===== src/rtl/led_strobe_pkg.sv =====
package led_strobe_pkg;

  localparam int unsigned N_SW   = 6;
  localparam int unsigned SEL_W  = 2;
  localparam int unsigned IDAC_W = 10;
  localparam int unsigned DT_W   = 8;
  localparam int unsigned LIM_W  = 3;
  localparam int unsigned N_COL  = 3;
  localparam int unsigned DT_BASE_UNITS = 2;

  // Switch pattern for a map and colour; bit 0 drives SW1.
  function automatic logic [N_SW-1:0] sw_pattern(input logic map_cc,
                                                 input logic [SEL_W-1:0] col);
    logic [N_SW-1:0] p;
    if (!map_cc) begin
      p = 6'b000111;
      if (col != 2'd0) p[3 + int'(col) - 1] = 1'b1;
    end else begin
      unique case (col)
        2'd1:    p = 6'b100001;
        2'd2:    p = 6'b011100;
        2'd3:    p = 6'b011010;
        default: p = 6'b000000;
      endcase
    end
    return p;
  endfunction

  // Dead time in clock cycles: (base + code) units of unit_cyc cycles.
  function automatic int unsigned bbm_cycles(input logic [DT_W-1:0] code,
                                             input int unsigned unit_cyc);
    return (DT_BASE_UNITS + 32'(code)) * unit_cyc;
  endfunction

endpackage


===== src/rtl/led_strobe_map.sv =====
module led_strobe_map
  import led_strobe_pkg::*;
(
  input  logic             enable,
  input  logic             map_cc,
  input  logic [SEL_W-1:0] led_sel,
  output logic [SEL_W-1:0] col_o,
  output logic [N_SW-1:0]  pat_o
);
  // Disabled stage behaves as colour 0 with every switch open.
  always_comb begin
    if (enable) begin
      col_o = led_sel;
      pat_o = sw_pattern(map_cc, led_sel);
    end else begin
      col_o = '0;
      pat_o = '0;
    end
  end
endmodule


===== src/rtl/led_bbm_timer.sv =====
module led_bbm_timer #(
  parameter int unsigned CNT_W = 10
) (
  input  logic             clk,
  input  logic             rst_n,
  input  logic             load,
  input  logic             cancel,
  input  logic [CNT_W-1:0] load_val,
  output logic             done
);
  logic [CNT_W-1:0] cnt_q;
  logic             run_q;

  assign done = run_q && (cnt_q == '0);

  always_ff @(posedge clk or negedge rst_n) begin
    if (!rst_n) begin
      cnt_q <= '0;
      run_q <= 1'b0;
    end else if (load) begin
      cnt_q <= load_val;
      run_q <= 1'b1;
    end else if (cancel) begin
      cnt_q <= '0;
      run_q <= 1'b0;
    end else if (done) begin
      run_q <= 1'b0;
    end else if (run_q) begin
      cnt_q <= cnt_q - 1'b1;
    end
  end
endmodule


===== src/rtl/led_drive_select.sv =====
module led_drive_select
  import led_strobe_pkg::*;
(
  input  logic              clk,
  input  logic              rst_n,
  input  logic [SEL_W-1:0]  col,
  input  logic [IDAC_W-1:0] idac_sw4,
  input  logic [IDAC_W-1:0] idac_sw5,
  input  logic [IDAC_W-1:0] idac_sw6,
  input  logic [N_COL-1:0]  lim_en,
  input  logic [LIM_W-1:0]  lim_code_in,
  output logic [IDAC_W-1:0] dac_o,
  output logic [N_COL-1:0]  lim_flag_o,
  output logic [LIM_W-1:0]  lim_code_o
);
  logic [IDAC_W-1:0] dac_d;
  logic [N_COL-1:0]  col_hot;

  always_comb begin
    unique case (col)
      2'd1:    dac_d = idac_sw4;
      2'd2:    dac_d = idac_sw5;
      2'd3:    dac_d = idac_sw6;
      default: dac_d = '0;
    endcase
  end

  for (genvar i = 0; i < N_COL; i++) begin : g_col
    assign col_hot[i] = (col == SEL_W'(i + 1));
  end

  always_ff @(posedge clk or negedge rst_n) begin
    if (!rst_n) begin
      dac_o      <= '0;
      lim_flag_o <= '0;
      lim_code_o <= '0;
    end else begin
      dac_o      <= dac_d;
      lim_flag_o <= lim_en & col_hot;
      lim_code_o <= lim_code_in;
    end
  end
endmodule


===== src/rtl/led_strobe_seq.sv =====
module led_strobe_seq
  import led_strobe_pkg::*;
#(
  parameter int unsigned UNIT_CYCLES = 2
) (
  input  logic              clk,
  input  logic              rst_n,
  input  logic              enable,
  input  logic              map_cc,
  input  logic [1:0]        led_sel,
  input  logic [9:0]        idac_sw4,
  input  logic [9:0]        idac_sw5,
  input  logic [9:0]        idac_sw6,
  input  logic [7:0]        dead_code,
  input  logic [2:0]        lim_code_in,
  input  logic [2:0]        lim_en,
  output logic [5:0]        sw_gate,
  output logic [9:0]        dac_code,
  output logic [2:0]        lim_flag,
  output logic [2:0]        lim_code
);
  localparam int unsigned MAX_DEAD = (DT_BASE_UNITS + (1 << DT_W) - 1) * UNIT_CYCLES;
  localparam int unsigned CNT_W    = $clog2(MAX_DEAD + 1);

  logic [SEL_W-1:0] col_now, col_q;
  logic [N_SW-1:0]  pat_now, pat_q, gate_q;
  logic             chg, need_close, tmr_load, tmr_cancel, tmr_done;
  logic [CNT_W-1:0] dead_load;

  led_strobe_map u_map (
    .enable  (enable),
    .map_cc  (map_cc),
    .led_sel (led_sel),
    .col_o   (col_now),
    .pat_o   (pat_now)
  );

  // Events brought out by name for the checker.
  assign chg        = (col_now != col_q) || (pat_now != pat_q);
  assign need_close = |(pat_now & ~gate_q);
  assign tmr_load   = chg && need_close;
  assign tmr_cancel = chg && !need_close;
  assign dead_load  = CNT_W'(bbm_cycles(dead_code, UNIT_CYCLES) - 32'd1);

  led_bbm_timer #(.CNT_W(CNT_W)) u_tmr (
    .clk      (clk),
    .rst_n    (rst_n),
    .load     (tmr_load),
    .cancel   (tmr_cancel),
    .load_val (dead_load),
    .done     (tmr_done)
  );

  // A change opens at once; closing waits for the timer. A change wins
  // over an expiring timer and restarts the sequence.
  always_ff @(posedge clk or negedge rst_n) begin
    if (!rst_n) begin
      gate_q <= '0;
      pat_q  <= '0;
      col_q  <= '0;
    end else if (chg) begin
      gate_q <= gate_q & pat_now;
      pat_q  <= pat_now;
      col_q  <= col_now;
    end else if (tmr_done) begin
      gate_q <= pat_q;
    end
  end

  assign sw_gate = gate_q;

  led_drive_select u_drv (
    .clk         (clk),
    .rst_n       (rst_n),
    .col         (col_now),
    .idac_sw4    (idac_sw4),
    .idac_sw5    (idac_sw5),
    .idac_sw6    (idac_sw6),
    .lim_en      (lim_en),
    .lim_code_in (lim_code_in),
    .dac_o       (dac_code),
    .lim_flag_o  (lim_flag),
    .lim_code_o  (lim_code)
  );
endmodule


===== config.mk =====
export PLATFORM = sky130hd
export DESIGN_NAME = led_strobe_seq
export DESIGN_NICKNAME = d
export VERILOG_FILES = /design/src/rtl/led_strobe_pkg.sv /design/src/rtl/led_strobe_map.sv /design/src/rtl/led_bbm_timer.sv /design/src/rtl/led_drive_select.sv /design/src/rtl/led_strobe_seq.sv
export SDC_FILE = /design/constraint.sdc
export NUM_CORES = 1
export LEC_CHECK = 0
export BUFFER_PORTS_ARGS = -buffer_cell sky130_fd_sc_hd__buf_2
export CAP_MARGIN = 0
export CORE_ASPECT_RATIO = 0.7
export CORE_MARGIN = 2
export CORE_UTILIZATION = 31
export DETAILED_ROUTE_END_ITERATION = 10
export SLEW_MARGIN = 20
export SYNTH_ARGS = -nofsm -noshare
export SYNTH_HDL_FRONTEND = slang
export SYNTH_HIERARCHICAL = 1
export SYNTH_SLANG_ARGS = --single-unit

===== constraint.sdc =====
create_clock -name clk -period 2.8 [get_ports clk]
set_input_delay 0.14 -clock clk [delete_from_list [all_inputs] [get_ports clk]]
set_output_delay 0.14 -clock clk [all_outputs]
set_load 0.03 [all_outputs]

==> results.py, run 1 <==
metrics = {
    "setup_path": {
        "critPathRequiredTime_ns": 2.96,
        "cp_max_fo": 7,
        "worstSetupStartpointType": "primary input",
        "critical_path_arrival_ns": 2.36,
        "worstSetupPathType": "in -> reg",
        "worstSetupEndpointType": "flop",
    },
    "route": {
        "route.detailed.drc": 0,
        "firstDrtPassIters": 4,
        "wl_um": 5350,
        "wl_per_cell_um": 12.7,
        "via_per_inst": 4.80,
        "ant_nets": 0,
        "first_iter_violations": 60,
        "num_vias": 2017,
    },
    "logic_synthesis": {
        "yosysWarnings": 6,
        "synth_xor_area_share_pct": 6.45,
        "syn_area_per_cell_um2": 10.0,
        "synth.area.mux_share_pct": 7.47,
        "synth_adder_area_share_pct": 2.05,
        "synth-async-reset-ratio_pct": 100,
        "syn_inst": 244,
        "ys_seq_area_share_pct": 42.0,
        "synth_edf_count": 0,
        "ys_ff_latch": 41,
        "synth_top_family_by_area": "simple AND/OR/NAND/NOR gates",
        "synth-simple-area-share_pct": 20.5,
        "ys_types": 57,
        "synth_compound_area_share_pct": 15.6,
        "synthFlopType": "dfrtp_1",
        "syn_nets": 298,
        "syn-cell-area_mm2": 0.00244,
    },
    "clock_network": {
        "cts-htree-levels": 2,
        "clockBufferDepth": 2,
        "hold_buffers": 3,
        "clock-root-buffer": "clkbuf_16",
        "cts_sinks": 41,
        "cts_resized": 0,
        "cts_tree": "built",
        "clk_latency_ns": 0.28,
        "clkTransAtPathRegs_ns": 0.06,
        "cts_made_buffers": 5,
        "postCtsSetupBuffers": 0,
    },
    "timing": {
        "maxSlewHeadroom_pct": 39.2,
        "setup_tns_ns": 0,
        "period_needed_ns": 2.19,
        "setup_viol": 0,
        "fmax_mhz": 456,
        "fin_skew_ns": 0.00317,
        "drv_slew": 0,
        "hold_viol_final": 6,
        "rsz0062_at_grt": "false",
        "post-route-period-util_pct": 78.3,
        "tightest_slew_ns": 0.912,
        "whs_ns": -0.00524,
    },
    "global_route": {
        "antenna_found_initial": 0,
        "grt_overflow_total": 0,
        "grt_pass1_vias": 1958,
        "grt_usage_pct": 12.7,
        "grt_pass1_wl_um": 8770,
        "grt_max_degree": 42,
    },
    "floorplan": {
        "fp.dieH_um": 78.3,
        "die_w_um": 110,
        "core_mm2": 0.00777,
        "dieArea_mm2": 0.00862,
        "start_util_pct": 31.5,
        "num_rows": 27,
        "ios": 72,
    },
    "pwr": {
        "p_int_uw": 1240,
        "clockPowerShare_pct": 39.4,
        "pwr-share-seq_pct": 40.2,
        "switching_share_pct": 27.1,
        "p_switching_uw": 461,
        "max-vdd-ir-drop_mv": 0.253,
        "p_leak_uw": 0.00152,
        "power_density_mw_per_mm2": 543,
        "combPwrFrac_pct": 20.4,
    },
    "cells_and_area": {
        "drive_gt1_share_pct": 33.9,
        "area_delta_synth_final_pct": 28.0,
        "final_core_util_pct": 40.3,
        "nFillCells": 763,
        "n_antenna_cell": 0,
        "final_nets": 372,
        "final_cell_area_mm2": 0.00313,
    },
    "worst_hold_path": {
        "min_path_type": "in -> async",
    },
    "place": {
        "placed_cell_area_mm2": 0.00292,
        "place.gp.congestion": 0.807,
        "hpwl_um": 4130,
        "port_buffers": 71,
    },
    "outcome": {
        "outcome": "finished with violations",
        "violations": "negative hold slack",
    },
    "flow_run": {
        "drv_cap": 0,
    },
}
[layer usage]
metal | share of wire, % | up-vias | track usage [%]
met5 | 0 | - | 0
met4 | 0.67 | 0 | 2.63
met3 | 6.9 | 4 | 4.49
met2 | 43 | 50 | 19.3
met1 | 49 | 948 | 17.5
li1 | - | 1015 | -
[cell families (layout without fill, tap and decap cells)]
group           after synthesis  count (layout)
fa+ha+maj                     4               4
other cells                   1               1
mux                          14              14
xor+xnor                     18              18
compound gates               49              49
simple gates                 83              83
buf+inv                      34             109
flops                        41              41
[through the flow]
stage                     power [µW]  setup slack (ns)  hold slack, ns  cells
after detailed placement        1040             0.311           0.251    409
after global placement          1040             0.355           0.248    409
after CTS                       1720             0.616          0.0475    420
final                           1700             0.606        -0.00524    420
after global routing            1790             0.399          0.0741    420
after floorplan                  916             0.259          -0.156    244
[sequential cells by signal, indices dropped and copies added (netlist names)]
signal            cells
sw_gate               6
u_tmr/run_q           1
pat_q                 6
u_drv/dac_o          10
u_drv/lim_flag_o      3
u_tmr/cnt_q          10
col_q                 2
u_drv/lim_code_o      3
[cells in the final DEF (no fill, tap or decap), types with 2 or more instances in the layout]
cell type / synthesis / final
buf_2: 3 / 71
dfrtp_1: 41 / 41
nand2_1: 22 / 22
inv_1: 17 / 17
xor2_1: 12 / 12
buf_4: 1 / 10
a22o_1: 10 / 10
nor2_1: 9 / 9
nand3_1: 8 / 8
mux2_4: 8 / 8
nand4b_1: 7 / 7
xnor2_1: 6 / 6
and2_1: 6 / 6
o221ai_1: 6 / 6
clkbuf_16: 0 / 5
a21oi_1: 4 / 4
mux2i_1: 4 / 4
nor3_1: 4 / 4
ha_1: 4 / 4
nand2b_1: 4 / 4
nor2b_1: 3 / 3
o21ai_0: 3 / 3
o22ai_1: 3 / 3
dlygate4sd3_1: 0 / 3
a21boi_0: 3 / 3
nor4_1: 2 / 2
or3_1: 2 / 2
o2111ai_1: 2 / 2
nor4_4: 2 / 2
mux2_2: 2 / 2
or4_1: 2 / 2
a21o_1: 2 / 2
a32o_1: 2 / 2
o31ai_1: 2 / 2
a22oi_1: 2 / 2
o2bb2ai_1: 2 / 2
[area by class of cell]
type / instances / area [µm²] / share of cell area [%]
Multi-Input combinational cell: 169 / 1280 / 40.8
Sequential cell: 41 / 1030 / 32.8
Timing Repair Buffer: 84 / 460 / 14.7
Clock buffer: 6 / 139 / 4.44
Tap cell: 101 / 126 / 4.04
Inverter: 17 / 63.8 / 2.04
Clock inverter: 2 / 37.5 / 1.20
[cell usage after synthesis (2+ instances only)]
master	n	share of area, %
nand3_1	8	1.6
o21ai_0	3	0.61
mux2_4	8	4.9
nor2b_1	3	0.77
a21o_1	2	0.61
and2_1	6	1.5
a32o_1	2	0.82
o31ai_1	2	0.61
o2bb2ai_1	2	0.72
nand2b_1	4	1.0
nor4_1	2	0.51
a21oi_1	4	0.82
nor4_4	2	1.7
nand4b_1	7	2.5
or4_1	2	0.61
dfrtp_1	41	42
a22oi_1	2	0.61
nand2_1	22	3.4
or3_1	2	0.51
clkbuf_1	12	1.8
o2111ai_1	2	0.72
nor3_1	4	0.82
mux2_2	2	0.92
nor2_1	9	1.4
a22o_1	10	3.6
ha_1	4	2.0
o22ai_1	3	0.77
xor2_1	12	4.3
buf_2	3	0.61
xnor2_1	6	2.1
inv_1	17	2.6
a21boi_0	3	0.92
o221ai_1	6	2.1
mux2i_1	4	1.6
[power groups by stage]
| stage | Combinational [µW] | Sequential (µW) | Clock [µW] |
|---|---|---|---|
| floorplan | 205 | 711 | 0 |
| global placement | 344 | 692 | 0 |
| detailed placement | 346 | 692 | 0 |
| CTS | 351 | 682 | 690 |
| global route | 386 | 690 | 714 |
| finish | 347 | 683 | 670 |
[worst max-delay path, stage by stage]
cell and delay, ns:
buf_2 0.13, nand2b_1 0.15, o21ai_1 0.29, xor2_1 0.15, nor4_4 0.32, and2_0 0.22, nor2_1 0.08, or2_2 0.37
a21o_1 0.27, a32o_1 0.24
[worst paths after layout]
| path | from | endpoint | slack (ns) | depth (start not counted) |
|---|---|---|---|---|
| min reg2reg | u_tmr/cnt_q[9] | u_tmr/cnt_q[9] | 0.56 | 1 |
| min in group clk | idac_sw5[8] | u_drv/dac_o[8] | 0.08 | 2 |
| max in group asynchronous | rst_n | u_tmr/cnt_q[2] | 2.23 | 1 |
| max reg2reg | pat_q[3] | u_tmr/cnt_q[5] | 0.63 | 7 |
| max | map_cc | u_tmr/cnt_q[5] | 0.61 | 10 |
| min | rst_n | pat_q[1] | -0.005 | 1 |
Note: power is estimated with default switching activity, not from simulation.
==> inputs of run 2 (changes only) <==
==> constraint.sdc (replaced) <==
create_clock -name clk -period 2.2 [get_ports clk]
set_input_delay 0.11 -clock clk [delete_from_list [all_inputs] [get_ports clk]]
set_output_delay 0.11 -clock clk [all_outputs]
set_load 0.03 [all_outputs]
==> results.py, run 2 (synthesis gave the netlist of run 1 again) <==
metrics = {
    "setup_path": {
        "cp_cell_sequence": "xor2_2, nor4_4, and2_1, nor2b_2, or2_4, a21o_4, a32o_1",
        "cpMaxStageDelayCell": "dfrtp_1",
        "worstSetupPathType": "reg -> reg",
        "critPathRequiredTime_ns": 2.36,
        "cp.depth": 7,
        "rr_worst_depth": 7,
        "cp_top_family": "simple AND/OR/NAND/NOR gates",
        "worstSetupStartpointType": "flop",
        "cp_num_buf_inv": 0,
        "critical_path_arrival_ns": 2.22,
        "worstSetupEndpointType": "flop",
        "critPathMaxStageDelay_ns": 0.41,
        "cp_max_fo": 6,
    },
    "place": {
        "placed_cell_area_mm2": 0.00302,
        "hpwl_um": 4430,
        "pre_cts_ws_ns": 0.00208,
        "place.gp.congestion": 0.780,
        "port_buffers": 71,
    },
    "pwr": {
        "power_uw": 2050,
        "p_leak_uw": 0.00156,
        "power_density_mw_per_mm2": 640,
        "max-vdd-ir-drop_mv": 0.348,
    },
    "timing": {
        "fin_skew_ns": 0.00158,
        "whs_ns": 0.0352,
        "fin_ws_ns": 0.143,
        "period_needed_ns": 2.06,
        "setup_viol": 0,
        "hold_viol_final": 0,
        "fmax_mhz": 486,
        "post-route-period-util_pct": 93.5,
        "rsz0062_at_grt": "false",
        "drv_slew": 0,
    },
    "global_route": {
        "grt_usage_pct": 14.5,
        "grt_overflow_total": 0,
        "grt_max_degree": 25,
        "grt_pass1_vias": 2102,
        "grt_pass1_wl_um": 9870,
        "antenna_found_initial": 0,
    },
    "cells_and_area": {
        "drive_gt1_share_pct": 37.8,
        "largestRegisters": "u_drv/dac_o (10), u_tmr/cnt_q (10)",
        "area_delta_synth_final_pct": 31.1,
        "final_cell_area_mm2": 0.00320,
        "final_core_util_pct": 41.2,
        "n_antenna_cell": 0,
        "final_cell_mix": "71 x buf_2, 41 x dfrtp_1, 22 x nand2_1",
        "final_common_cell": "buf_2",
        "final_nets": 381,
    },
    "outcome": {
        "outcome": "finished clean",
    },
    "floorplan": {
        "fp.dieH_um": 78.3,
        "dieArea_mm2": 0.00862,
        "die_w_um": 110,
        "num_rows": 27,
        "ios": 72,
        "start_util_pct": 31.5,
        "core_mm2": 0.00777,
    },
    "clock_network": {
        "cts-htree-levels": 2,
        "cts_tree": "built",
        "cts_sinks": 41,
        "clkTransAtPathRegs_ns": 0.06,
        "postCtsSetupBuffers": 0,
        "clockBufferDepth": 2,
        "cts_made_buffers": 5,
        "clk_latency_ns": 0.28,
        "clock-root-buffer": "clkbuf_16",
    },
    "route": {
        "firstDrtPassIters": 4,
        "ant_nets": 0,
        "route.detailed.drc": 0,
        "first_iter_violations": 90,
        "wl_um": 5820,
        "wl_per_cell_um": 13.6,
        "via_per_inst": 4.87,
        "num_vias": 2090,
    },
    "flow_run": {
        "drv_cap": 0,
    },
    "worst_hold_path": {
        "min_path_type": "in -> reg",
        "hold_path_depth": 2,
    },
}
[run 2: path summary, 6_finish.rpt]
check / endpoint / from / slack, ns
max in group asynchronous: sw_gate[0] / rst_n / 1.25
min: u_drv/lim_flag_o[1] / lim_en[1] / 0.04
max: u_tmr/cnt_q[9] / pat_q[4] / 0.14
min in group asynchronous: u_drv/lim_code_o[1] / rst_n / 0.28
min reg2reg: u_tmr/cnt_q[1] / u_tmr/cnt_q[1] / 0.58
max reg2reg: u_tmr/cnt_q[9] / pat_q[4] / 0.14
[run 2: routing by layer]
layer  global-route usage (%)  routed length, µm  up-vias
li1                         -                  -     1034
met1                     19.8               2850      982
met2                     21.3               2380       70
met3                     5.98                534        4
met4                     3.75                 55        0
met5                        0                  0        -
[run 2: cell type report]
cell class	count	area [µm²]
repair buffers	93	531
fillers	743	4570
well taps	101	126
clock buffers	7	133
inverters	17	63.8
clock inverters	1	7.51
flip-flops and latches	41	1030
multi-input cells	169	1320
[run 2: power by group]
| part | leakage [µW] | internal, µW | switching, µW | total (µW) |
|---|---|---|---|---|
| Clock | 0.0000641 | 421 | 285 | 706 |
| Sequential | 0.000525 | 812 | 60.3 | 873 |
| Combinational | 0.000967 | 218 | 253 | 471 |
[run 2: through the flow]
stage                     cells  TNS [ns]
after detailed placement    417         0
after global placement      417         0
after global routing        429         0
after CTS                   429         0
after floorplan             244    -0.104
final                       429         0
[run 2: worst register-to-register path, stage by stage, from the launching register on]
cell	delay [ns]
dfrtp_1	0.41
xor2_2	0.20
nor4_4	0.29
and2_1	0.24
nor2b_2	0.08
or2_4	0.28
a21o_4	0.23
a32o_1	0.23
[run 2: repair_timing]
action | in CTS | in global routing
hold buffers | 4 | 0
gates resized for setup | 0 | 4
endpoints found under the hold margin | 20 | 0
endpoints found under the setup margin | 0 | 10
